`src/rtl/fsk_pkg.sv`:
```
package fsk_pkg;

  typedef enum logic {
    SPEED_LOW  = 1'b0,
    SPEED_HIGH = 1'b1
  } speed_e;

  // Tone ticks per bit in each speed mode
  localparam int unsigned TICKS_PER_BIT_LOW  = 16;
  localparam int unsigned TICKS_PER_BIT_HIGH = 2;

endpackage

```
`src/rtl/fsk_rst_sync.sv`:
```
module fsk_rst_sync (
  input  logic clk,
  input  logic rst_n,
  output logic rst_n_sync
);

  logic [1:0] stage_q;

  always_ff @(posedge clk or negedge rst_n) begin
    if (!rst_n) stage_q <= 2'b00;
    else        stage_q <= {stage_q[0], 1'b1};
  end

  assign rst_n_sync = stage_q[1];

endmodule

```
`src/rtl/fsk_tick_gen.sv`:
```
module fsk_tick_gen
  import fsk_pkg::*;
#(
  parameter int unsigned TICK_DIV = 10417
) (
  input  logic   clk,
  input  logic   rst_n,
  input  speed_e speed,
  output logic   tone_tick
);

  localparam int unsigned CW = (TICK_DIV > 1) ? $clog2(TICK_DIV) : 1;

  logic base_tick;
  logic half_q, half_d;

  generate
    if (TICK_DIV > 1) begin : g_div
      logic [CW-1:0] cnt_q, cnt_d;

      always_comb begin
        base_tick = (cnt_q == CW'(TICK_DIV - 1));
        cnt_d     = base_tick ? '0 : cnt_q + CW'(1);
      end

      always_ff @(posedge clk or negedge rst_n) begin
        if (!rst_n) cnt_q <= '0;
        else        cnt_q <= cnt_d;
      end

      // base tick is a one-cycle pulse
      assert_base_single_R7: assert property (@(posedge clk) disable iff (!rst_n)
        base_tick |=> !base_tick);
    end else begin : g_nodiv
      assign base_tick = 1'b1;
    end
  endgenerate

  // half-rate phase: selects every second base tick at high speed
  always_comb begin
    half_d = half_q;
    if (base_tick) half_d = ~half_q;
  end

  always_ff @(posedge clk or negedge rst_n) begin
    if (!rst_n) half_q <= 1'b0;
    else        half_q <= half_d;
  end

  assign tone_tick = base_tick & ((speed == SPEED_LOW) | half_q);

  // high speed: two tone ticks never fall on consecutive base ticks
  assert_high_alternate_R7: assert property (@(posedge clk) disable iff (!rst_n)
    (speed == SPEED_HIGH) && tone_tick |=> !half_q);

endmodule

```
`src/rtl/fsk_bit_sync.sv`:
```
module fsk_bit_sync
  import fsk_pkg::*;
(
  input  logic   clk,
  input  logic   rst_n,
  input  logic   bit_strobe,
  input  logic   ser_data,
  input  logic   speed_hi,
  output logic   mark_q,
  output speed_e speed_q
);

  logic   mark_d;
  speed_e speed_d;

  always_comb begin
    mark_d  = mark_q;
    speed_d = speed_q;
    if (bit_strobe) begin
      mark_d  = ser_data;
      speed_d = speed_e'(speed_hi);
    end
  end

  always_ff @(posedge clk or negedge rst_n) begin
    if (!rst_n) begin
      mark_q  <= 1'b1;
      speed_q <= SPEED_LOW;
    end else begin
      mark_q  <= mark_d;
      speed_q <= speed_d;
    end
  end

  assert_hold_between_strobes_R6: assert property (@(posedge clk) disable iff (!rst_n)
    !bit_strobe |=> $stable(mark_q) && $stable(speed_q));

  assert_capture_on_strobe_R6: assert property (@(posedge clk) disable iff (!rst_n)
    bit_strobe |=> (mark_q == $past(ser_data)));

endmodule

```
`src/rtl/fsk_tone_div.sv`:
```
module fsk_tone_div (
  input  logic clk,
  input  logic rst_n,
  input  logic tone_tick,
  input  logic mark,
  output logic tone_out
);

  logic pre_q, pre_d;
  logic out_q, out_d;

  always_comb begin
    pre_d = pre_q;
    out_d = out_q;
    // first stage: cleared while mark, otherwise toggles on each tone tick
    if (mark)           pre_d = 1'b0;
    else if (tone_tick) pre_d = ~pre_q;
    // output stage: toggles when enabled by mark or by the first stage
    if (tone_tick && (mark || pre_q)) out_d = ~out_q;
  end

  always_ff @(posedge clk or negedge rst_n) begin
    if (!rst_n) begin
      pre_q <= 1'b0;
      out_q <= 1'b0;
    end else begin
      pre_q <= pre_d;
      out_q <= out_d;
    end
  end

  assign tone_out = out_q;

  assert_quiet_without_tick_R7: assert property (@(posedge clk) disable iff (!rst_n)
    !tone_tick |=> $stable(tone_out));

  assert_mark_toggles_R2: assert property (@(posedge clk) disable iff (!rst_n)
    mark && tone_tick |=> tone_out != $past(tone_out));

  assert_pre_held_R8: assert property (@(posedge clk) disable iff (!rst_n)
    mark |=> !pre_q);

  assert_space_skip_R3: assert property (@(posedge clk) disable iff (!rst_n)
    !mark && tone_tick && !pre_q |=> $stable(tone_out));

endmodule

```
`src/rtl/fsk_tape_mod.sv`:
```
module fsk_tape_mod
  import fsk_pkg::*;
#(
  parameter int unsigned TICK_DIV = 10417
) (
  input  logic clk,
  input  logic rst_n,
  input  logic ser_data,
  input  logic speed_hi,
  input  logic bit_strobe,
  output logic tone_out
);

  logic   rst_n_int;
  logic   mark_q;
  speed_e speed_q;
  logic   tone_tick;

  fsk_rst_sync u_rst (
    .clk        (clk),
    .rst_n      (rst_n),
    .rst_n_sync (rst_n_int)
  );

  fsk_bit_sync u_sync (
    .clk        (clk),
    .rst_n      (rst_n_int),
    .bit_strobe (bit_strobe),
    .ser_data   (ser_data),
    .speed_hi   (speed_hi),
    .mark_q     (mark_q),
    .speed_q    (speed_q)
  );

  fsk_tick_gen #(.TICK_DIV(TICK_DIV)) u_tick (
    .clk       (clk),
    .rst_n     (rst_n_int),
    .speed     (speed_q),
    .tone_tick (tone_tick)
  );

  fsk_tone_div u_div (
    .clk       (clk),
    .rst_n     (rst_n_int),
    .tone_tick (tone_tick),
    .mark      (mark_q),
    .tone_out  (tone_out)
  );

  assert_reset_low_R1: assert property (@(posedge clk)
    !rst_n_int |=> !tone_out);

endmodule

```
`config.mk`:
```
export PLATFORM = sky130hd
export DESIGN_NAME = fsk_tape_mod
export DESIGN_NICKNAME = d
export VERILOG_FILES = /design/src/rtl/fsk_pkg.sv /design/src/rtl/fsk_rst_sync.sv /design/src/rtl/fsk_tick_gen.sv /design/src/rtl/fsk_bit_sync.sv /design/src/rtl/fsk_tone_div.sv /design/src/rtl/fsk_tape_mod.sv
export SDC_FILE = /design/constraint.sdc
export NUM_CORES = 1
export LEC_CHECK = 0
export BUFFER_PORTS_ARGS = -buffer_cell sky130_fd_sc_hd__buf_2
export CORE_UTILIZATION = 40
export CTS_BUF_LIST = sky130_fd_sc_hd__clkbuf_8
export CTS_CLUSTER_SIZE = 28
export DETAILED_ROUTE_END_ITERATION = 10
export GPL_TIMING_DRIVEN = 0
export PLACE_DENSITY_LB_ADDON = 0.3
export SLEW_MARGIN = 20
export SYNTH_ARGS = -nofsm -noshare
export SYNTH_HDL_FRONTEND = slang
export SYNTH_SLANG_ARGS = --single-unit
```
`constraint.sdc`:
```
create_clock -name clk -period 1.41 [get_ports clk]
set_clock_uncertainty 0.05 [all_clocks]
set_input_delay 0.2115 -clock clk [delete_from_list [all_inputs] [get_ports clk]]
set_output_delay 0.2115 -clock clk [all_outputs]
set_load 0.02 [all_outputs]
```
-- Word level (Yosys, flattened, before mapping)
Index checks and enable logic that the tools add are counted.
- $add $sub $neg: 1
- $mul: 0
- divide/modulo/power cells: 0
- magnitude comparators: 0
- equality and inequality tests: 1
- shifts and indexed selects: 0
- multiplexer cells: 3
- bitwise gates (word level): 6
- reductions and logical operators: 3
- operator list (kind ; count):
    $add A14 B1 Y14 const B ; 1
    $eq A14 B14 Y1 const B ; 1
    $mux W14 ; 1
    $not A1 Y1 ; 4
    $mux W1 ; 2
    $reduce_bool A2 Y1 ; 1
    $and A1 B1 Y1 ; 1
    $logic_and A1 B1 Y1 ; 1
    $logic_or A1 B1 Y1 ; 1
    $or A1 B1 Y1 ; 1
- flip-flop bits (word level): 21
- latch bits: 0
- memory bits (writable): 0
- ROM bits: 0
- input bits: 5
- output and inout port bits: 1
- word-level logic and storage cells: 21
- memories kept: 0

-- Depth between registers and ports, before layout
Gate-level depths: netlist (run 1).
- word-level depth: 5
- depth in mapped cells: 7
- depth with buffers taken out: 6

-- By module
A second synthesis (run 1) with hierarchy kept.
- cells, all modules: 80
- area, all modules: 939.7 µm²
- modules (own cells, without submodules) (module ; times used ; cells an instance ; area each (µm²) ; seq. area each (µm²)):
    fsk_tick_gen ; 1 ; 67 ; 732.0 ; 375.4
    fsk_tone_div ; 1 ; 6 ; 80.1 ; 50.0
    fsk_bit_sync ; 1 ; 4 ; 73.8 ; 51.3
    fsk_rst_sync ; 1 ; 3 ; 53.8 ; 50.0

-- Worst setup path after synthesis (run 1)
OpenSTA, ideal clock, no wires.
- path type: reg-to-reg
- from: reg u_tick.g_div.cnt_q[0]
- to: reg u_div.pre_q
- library setup time: 0.128 ns
- arrival time: 1.299 ns
- required time: 1.232 ns
- path slack: -0.067 ns
- stages on the path, launching flop included: 7
- path buffers: 0
- period minus slack after synthesis: 1.477 ns
- cells stage by stage: dfrtp_1 inv_1 ha_1 nor3b_1 and4_1 o21ai_0 mux2_1
- longest elaborated chain between the ends: 3
- RTL lines (item ; RTL line ; RTL):
    start: declaration ; fsk_tick_gen.sv:19 ; logic [CW-1:0] cnt_q, cnt_d;
    start signal: assignment ; fsk_tick_gen.sv:28 ; else cnt_q <= cnt_d;
    $eq A14 B14 Y1 ; fsk_tick_gen.sv:22 ; base_tick = (cnt_q == CW'(TICK_DIV - 1));
    $and A1 B1 Y1 ; fsk_tick_gen.sv:50 ; assign tone_tick = base_tick & ((speed == SPEED_LOW) | half_q);
    $reduce_bool A2 Y1 (no source line) ; -- ;
    end signal: assignment ; fsk_tone_div.sv:27 ; pre_q <= pre_d;
    end: declaration ; fsk_tone_div.sv:9 ; logic pre_q, pre_d;
No other way between the ends.
A chain may end at the register's enable or synchronous reset.

-- Final worst setup path (run 1)
Ends and elaborated chain as after synthesis.

==> results of run 1 <==
-- final timing paths --
check | slack, ns | to | cells past startpoint
min | 0.10 | u_sync.speed_q$_DFFE_PN0P_ | 3
max | -0.12 | u_div.pre_q$_DFFE_PN0P_ | 6
max reg2reg | -0.12 | u_div.pre_q$_DFFE_PN0P_ | 6
min in group asynchronous | 0.22 | u_rst.stage_q[0]$_DFF_PN0_ | 2
min reg2reg | 0.27 | u_tick.g_div.cnt_q[3]$_DFF_PN0_ | 0
max in group asynchronous | 0.57 | u_tick.g_div.cnt_q[12]$_DFF_PN0_ | 0
-- synth_stat cells, types with 2 or more instances --
library cell,instances
dfrtp_1,20
nor2_1,9
xor2_1,8
xnor2_1,6
nand2_1,4
nand3_1,4
and3_1,3
and4_1,3
inv_1,3
nand4_1,3
ha_1,2
nor2b_1,2
o21ai_0,2
-- logic make-up (layout without fill, tap and decap cells) --
| family | after synthesis | in the layout |
|---|---|---|
| xor+xnor | 14 | 14 |
| simple gates | 32 | 32 |
| flops | 21 | 21 |
| buf+inv | 4 | 20 |
| mux | 2 | 2 |
| other cells | 1 | 1 |
| compound gates | 3 | 3 |
| fa+ha+maj | 2 | 2 |
-- power by group through the flow --
stage	Combinational [mW]	Sequential [mW]	Clock, mW
after global routing	0.0217	0.630	0.421
after floorplan	0.00822	0.635	0
final	0.0187	0.627	0.380
after CTS	0.0183	0.628	0.400
after detailed placement	0.0160	0.640	0
after global placement	0.0154	0.639	0
-- final cells by class --
cell class / count / area (sq um)
inverter: 3 / 11.26
clock buffer: 3 / 41.29
tap: 28 / 35.03
buffer: 1 / 11.26
sequential: 21 / 526.8
clock inverter: 1 / 5.005
multi-input combinational: 54 / 400.4
timing repair buffer: 12 / 83.83
fill: 197 / 1076
-- layer usage --
metal,share of wire,GRT usage,vias to the layer above
li1,-,-,297
met1,0.50,0.1802,281
met2,0.47,0.2156,6
met3,0.018,0.02778,2
met4,0.012,0.09524,0
met5,0,0,-
-- through the flow --
| step | util | area [sq um] | std cells | total power, mW |
|---|---|---|---|---|
| global placement | 0.4483 | 982.2 | 112 | 0.6542 |
| CTS | 0.4946 | 1084 | 121 | 1.046 |
| finish | 0.5089 | 1115 | 123 | 1.025 |
| detailed placement | 0.4483 | 982.2 | 112 | 0.6559 |
| floorplan | - | 922.1 | 79 | 0.6437 |
| global route | 0.5089 | 1115 | 123 | 1.073 |
-- registers in the layout, indices dropped and copies added, names as in the netlist --
register / cells
u_tick.g_div.cnt_q: 14
u_rst.stage_q: 2
u_div.pre_q: 1
u_div.tone_out: 1
u_sync.mark_q: 1
u_sync.speed_q: 1
u_tick.half_q: 1
-- cells in the final DEF, fill, tap and decap left out, types with 2 or more instances in the layout --
master	Yosys	layout
xnor2_1	6	6
ha_1	2	2
nor2b_1	2	2
and4_1	3	2
buf_2	0	5
nand2_1	4	4
clkbuf_8	0	3
and3_1	3	3
xor2_1	8	8
buf_4	1	5
dfrtp_1	20	20
inv_1	3	3
buf_6	0	2
nor2_1	9	8
nand4_1	3	3
nand3_1	4	4
-- tightest hold or removal path, delay by kind of cell --
| family | cells | cell delay [ns] |
|---|---|---|
| AOI/OAI and AO/OA | 1 | 0.05 |
| and+or+nand+nor | 1 | 0.03 |
| buffers and inverters | 1 | 0.07 |
-- what timing repair did --
action / in CTS / in global routing
hold buffers: 1 / 0
buffers inserted: 4 / 2
gates resized for setup: 4 / 4
endpoints found under the setup margin: 14 / 15
hold endpoints to repair: 2 / 0
pin swaps: 1 / 1
==> metrics.csv, run 1 <==
stage;metric;value;unit
power_and_ir_drop;Peak VDD IR;0.7171;mV
timing;post-route setup TNS;-0.5910;ns
synth;post-synthesis adder-cell area fraction;0.02714;
power_and_ir_drop;Reg power frac;0.611;
setup_path;CP Launch Type;flop;
die;Die Wd;50.02;microns
finish;layout cells sized above 1;0.2526;
die;I/O pin cnt;6;
die;Die Y;50.02;microns
synth;fraction of registers with async set/reset;1.000;
synth;post-synthesis sequential area ratio;0.5712;
detailed_routing;post-route ant nets;0;
run_status;outcome;finished with violations;
timing;final worst slack;-0.1250;ns
setup_path;slowest cell on the critical path;dfrtp_1;
clocking;Root Buffer;clkbuf_8;
worst_hold_path;HP Class;in -> reg;
synth;Mapped Nets;86;
timing;Slew Limit Fails;0;
global_route;GR Overflow Total;0;
detailed_routing;Remaining DRCs;0;
timing;worst-margin pin slew;0.7504;ns
placed_design;Port Buffers;5;
clocking;Skew-Pair Late Insertion Delay;0.25;ns
finish;fin nets;103;
synth;Area contributors post-synth;dfrtp_1, xor2_1, xnor2_1;
die;die area;2502;sq um
timing;Period minus WS final;1.535;ns
timing;fmax;651.5;MHz
clocking;total CTS buffers;3;
job;max cap viols;0;
power_and_ir_drop;Logic pwr share;0.018;
setup_path;worst path cell trace;inv_1 -> ha_1 -> nor3b_4 -> and4_4 -> o21ai_2 -> mux2_4;
setup_path;delay-heaviest family, CP;simple AND/OR/NAND/NOR gates;
placed_design;pre-CTS setup slack;-0.2145;ns
power_and_ir_drop;switching share of power;0.2012;
power_and_ir_drop;P per Cell Area;919.6;nW/um^2
power_and_ir_drop;Power Internal;0.8189;mW
detailed_routing;initial DRC count;5;
detailed_routing;total number of vias;586;
synth;XOR/XNOR share of the synthesized area;0.1330;
run_status;failing checks;negative setup slack;
detailed_routing;Detailed Route WL;1.414;mm
setup_path;RR Startpoint;u_tick.g_div.cnt_q[0]$_DFF_PN0_;
timing;setup violators final;12;
setup_path;Crit path buffers/inverters;1;
synth;Yosys top cell area share;0.5427;
power_and_ir_drop;P_sw;0.2063;mW
synth;mux cell area share after synthesis;0.02442;
synth;largest family of logic cells by synthesized area;simple AND/OR/NAND/NOR gates;
timing;unrepaired setup endpoints after global routing;yes;
timing;Final period util;1.089;
power_and_ir_drop;Clock power frac;0.370;
synth;synth warn;0;
setup_path;Crit Path Class;reg -> reg;
synth;Synth Area in Compound Gates;0.02714;
worst_hold_path;Hold Path Origin;speed_hi;
detailed_routing;vias per cell;4.764;
synth;Cell variety after synth;23;
clocking;CTS tree;yes;
setup_path;critical-path maximum fanout;3;
placed_design;Final HPWL DP;955.4;microns
synth;Post-synth EDFFs;0;
clocking;clk slew on worst S/H paths;0.07;ns
global_route;initial antenna violation count;0;
global_route;gr usage total;0.1417;
global_route;vias in the first global route;624;
setup_path;worst setup path startpoint;u_tick.g_div.cnt_q[0]$_DFF_PN0_;
finish;n_diodes;0;
clocking;Sink Count;21;
synth;Synth Cell Area;922.1;sq um
synth;Main synth FF type;dfrtp_1;
die;Initial Util;0.4209;
synth;synthesized area per cell;11.67;sq um
die;Cell Rows;17;
synth;post-synthesis simple-gate area fraction;0.1927;
global_route;first-pass GRT wire length;2.601;mm
setup_path;CP peak stage delay;0.40;ns
die;area of the core;2191;sq um
power_and_ir_drop;static leakage;0.5456;nW
timing;final number of hold-violating endpoints;0;
synth;#FFs+latches synth;21;
timing;Slew headroom;0.4997;
placed_design;gp weighted congestion;0.6916;
detailed_routing;DR pass1 iterations;4;
synth;Mapped Cells;79;
setup_path;critical path data arrival time;1.63;ns
clocking;Max clock buf depth;2;
finish;Area Growth Syn to Fin;20.90;%
clocking;H-Tree Depth;1;
setup_path;Worst Path Required;1.50;ns
detailed_routing;Routed wire per std cell;11.50;microns
setup_path;Worst setup EP type;flop;
synth;cell taking the most area after synthesis;dfrtp_1;
timing;Fin Hold WS;0.1026;ns
global_route;largest net degree at the start of global routing;20;
Power figures use the tool's default switching activity.
==> run 2, diff against run 1 <==
SYNTH_HIERARCHICAL = 1   (was default)
==> run 2 against run 1 <==
  * The run still ends with negative setup slack left
  * Cell area up 8.6%
  * Register-to-register slack gained 0.02 ns
  * First-iteration DRC count fell by 80%
  * Area after synthesis rose by 1.9%
  * Die area is 1.8% higher
  * Clock power hardly changed
  * Synthesized cell count rose by 1.3%
  * Largest power group unchanged
==> metrics.csv, run 2 <==
stage;metric;value;unit
die;Cell Rows;17;
placed_design;DP Area;1007;sq um
job;max cap viols;0;
power_and_ir_drop;Power Internal;0.8198;mW
run_status;outcome;finished with violations;
power_and_ir_drop;switching share of power;0.2011;
power_and_ir_drop;Peak VDD IR;0.6566;mV
clocking;Sink Count;21;
finish;layout cells sized above 1;0.3922;
setup_path;RR Startpoint;u_tick/g_div.cnt_q[12]$_DFF_PN0_;
setup_path;CP peak stage delay;0.41;ns
synth;Synth Cell Area;939.7;sq um
global_route;first-pass GRT wire length;2.718;mm
synth;#FFs+latches synth;21;
timing;final worst slack;-0.1007;ns
detailed_routing;total number of vias;596;
finish;fin cells;130;
timing;Fin Hold WS;0.1388;ns
timing;final number of hold-violating endpoints;0;
power_and_ir_drop;Reg power frac;0.612;
power_and_ir_drop;total power draw;1.026;mW
detailed_routing;DR pass1 iterations;2;
placed_design;Final HPWL DP;1.007;mm
finish;Fill cells;184;
die;die area;2547;sq um
synth;Mapped Nets;87;
setup_path;Crit path buffers/inverters;0;
synth;Post-synth EDFFs;0;
synth;synth warn;6;
power_and_ir_drop;static leakage;0.5634;nW
timing;Final period util;1.071;
detailed_routing;Remaining DRCs;0;
finish;most common cell after layout, fill and taps aside;dfrtp_1;
global_route;GR Overflow Total;0;
finish;top flop regs;u_tick/g_div.cnt_q: 14 flops, u_rst/stage_q: 2 flops;
synth;cell taking the most area after synthesis;dfrtp_1;
setup_path;critical-path maximum fanout;2;
placed_design;gp weighted congestion;0.7583;
global_route;initial antenna violation count;0;
global_route;vias in the first global route;640;
clocking;Skew-Pair Late Insertion Delay;0.25;ns
detailed_routing;Detailed Route WL;1.552;mm
synth;synthesized area per cell;11.75;sq um
power_and_ir_drop;P per Cell Area;847.3;nW/um^2
worst_hold_path;HP Class;in -> reg;
setup_path;critical path data arrival time;1.61;ns
timing;fmax;661.9;MHz
power_and_ir_drop;Logic pwr share;0.015;
clocking;Max clock buf depth;2;
placed_design;Port Buffers;5;
finish;max reg flops;14;
detailed_routing;initial DRC count;1;
setup_path;worst setup path startpoint;u_tick/g_div.cnt_q[12]$_DFF_PN0_;
clocking;clk slew on worst S/H paths;0.07;ns
timing;worst-margin pin slew;0.7284;ns
global_route;largest net degree at the start of global routing;20;
die;I/O pin cnt;6;
detailed_routing;Routed wire per std cell;11.94;microns
setup_path;worst path cell trace;nor4b_2 -> and4_4 -> a21boi_4 -> xnor2_1 -> nor2_1;
setup_path;Worst Path Required;1.51;ns
power_and_ir_drop;Clock power frac;0.373;
die;Die Y;50.47;microns
finish;most frequent cells in the layout;dfrtp_1, xnor2_1, buf_4, nor2_1, buf_2;
timing;Slew headroom;0.5144;
setup_path;CP Launch Type;flop;
clocking;CTS tree;yes;
power_and_ir_drop;P_sw;0.2064;mW
synth;Synth top cells by count;dfrtp_1, nor2_1, xnor2_1, inv_1, nand2_1;
run_status;failing checks;negative setup slack;
clocking;H-Tree Depth;1;
setup_path;Crit Path Class;reg -> reg;
die;Die Wd;50.47;microns
finish;fin nets;110;
synth;Area contributors post-synth;dfrtp_1, xnor2_1, nor2_1;
synth;Yosys top cell area share;0.5326;
synth;most numerous cell in the Yosys netlist;dfrtp_1;
detailed_routing;post-route ant nets;0;
synth;Main synth FF type;dfrtp_1;
timing;unrepaired setup endpoints after global routing;yes;
setup_path;slowest cell on the critical path;dfrtp_1;
global_route;gr usage total;0.1447;
finish;Final Instance Area;1211;sq um
detailed_routing;vias per cell;4.585;
timing;setup violators final;7;
finish;Area Growth Syn to Fin;28.89;%
finish;Largest Register;u_tick/g_div.cnt_q;
timing;Period minus WS final;1.511;ns
setup_path;Worst setup EP type;flop;
worst_hold_path;Hold Path Origin;speed_hi;
synth;Cell variety after synth;26;
setup_path;delay-heaviest family, CP;simple AND/OR/NAND/NOR gates;
synth;fraction of registers with async set/reset;1.000;
synth;Mapped Cells;80;
placed_design;Placed Cells;113;
clocking;total CTS buffers;3;
die;area of the core;2212;sq um
timing;Slew Limit Fails;0;
synth;post-synthesis sequential area ratio;0.5606;
finish;n_diodes;0;
die;Initial Util;0.4248;
clocking;Root Buffer;clkbuf_8;
[run 2: kinds of logic after synthesis]
| kind of cell | after synthesis | share of synthesized area |
|---|---|---|
| xor gates and xnor gates | 15 | 0.1398 |
| AOI/OAI and AO/OA | 2 | 0.02131 |
| buffers and inverters | 5 | 0.02796 |
| muxes | 2 | 0.02397 |
| adders and majority gates | 2 | 0.02663 |
| and+or+nand+nor | 32 | 0.1957 |
| DFF | 21 | 0.5606 |
| other | 1 | 0.003991 |
[run 2: worst reg2reg max path, stage by stage, from the launching register on]
cell and delay, ns:
dfrtp_1 0.41, nor4b_2 0.30, and4_4 0.27, a21boi_4 0.19
xnor2_1 0.13, nor2_1 0.06
[run 2: power by group through the flow]
stage | combinational, mW | sequential, mW | clock, mW
4_1_cts | 0.0155 | 0.629 | 0.395
2_1_floorplan | 0.00635 | 0.637 | 0
3_3_place_gp | 0.0128 | 0.641 | 0
3_5_place_dp | 0.0134 | 0.641 | 0
5_1_grt | 0.0169 | 0.632 | 0.421
6_report | 0.0152 | 0.628 | 0.383
[run 2: worst paths after layout]
check	end	slack, ns	cells after the start
setup / recovery	u_div/pre_q$_DFFE_PN0P_	-0.10	5
hold / removal	u_sync/speed_q$_DFFE_PN0P_	0.14	2
setup reg to reg	u_div/pre_q$_DFFE_PN0P_	-0.10	5
hold reg to reg	u_tick/g_div.cnt_q[1]$_DFF_PN0_	0.25	0
max in group asynchronous	u_tick/g_div.cnt_q[7]$_DFF_PN0_	0.55	0
min in group asynchronous	u_rst/stage_q[0]$_DFF_PN0_	0.21	2
[run 2: area by class of cell]
| cell class | instances | area [sq um] | area share |
|---|---|---|---|
| flip-flops and latches | 21 | 528.0 | 0.4360 |
| clock inverters | 1 | 5.005 | 0.004132 |
| inverters | 4 | 15.01 | 0.01240 |
| repair buffers | 19 | 157.7 | 0.1302 |
| well taps | 28 | 35.03 | 0.02893 |
| clock buffers | 3 | 41.29 | 0.03409 |
| multi-input cells | 54 | 429.2 | 0.3543 |
[run 2: metrics by stage]
stage / setup TNS [ns] / util / setup slack (ns)
floorplan: -0.2141 / - / -0.1184
global placement: -0.6602 / 0.4553 / -0.3271
detailed placement: -0.5875 / 0.4553 / -0.2780
CTS: -0.3269 / 0.5175 / -0.1420
global route: -1.108 / 0.5475 / -0.1703
finish: -0.2519 / 0.5475 / -0.1007
[run 2: routing by layer]
layer	vias to the layer above	wire [microns]	global-route usage
li1	308	-	-
met1	285	740	0.1843
met2	1	778	0.2289
met3	2	17	0.02727
met4	0	16	0.08333
met5	-	0	0
[run 2: timing repair]
item | 4_1_cts | 5_1_grt
resized for setup | 3 | 8
hold buffers | 1 | 0
setup endpoints to repair | 4 | 15
cloned | 0 | 1
buffers inserted | 9 | 3
hold endpoints to repair | 2 | 0
pin swaps | 3 | 7
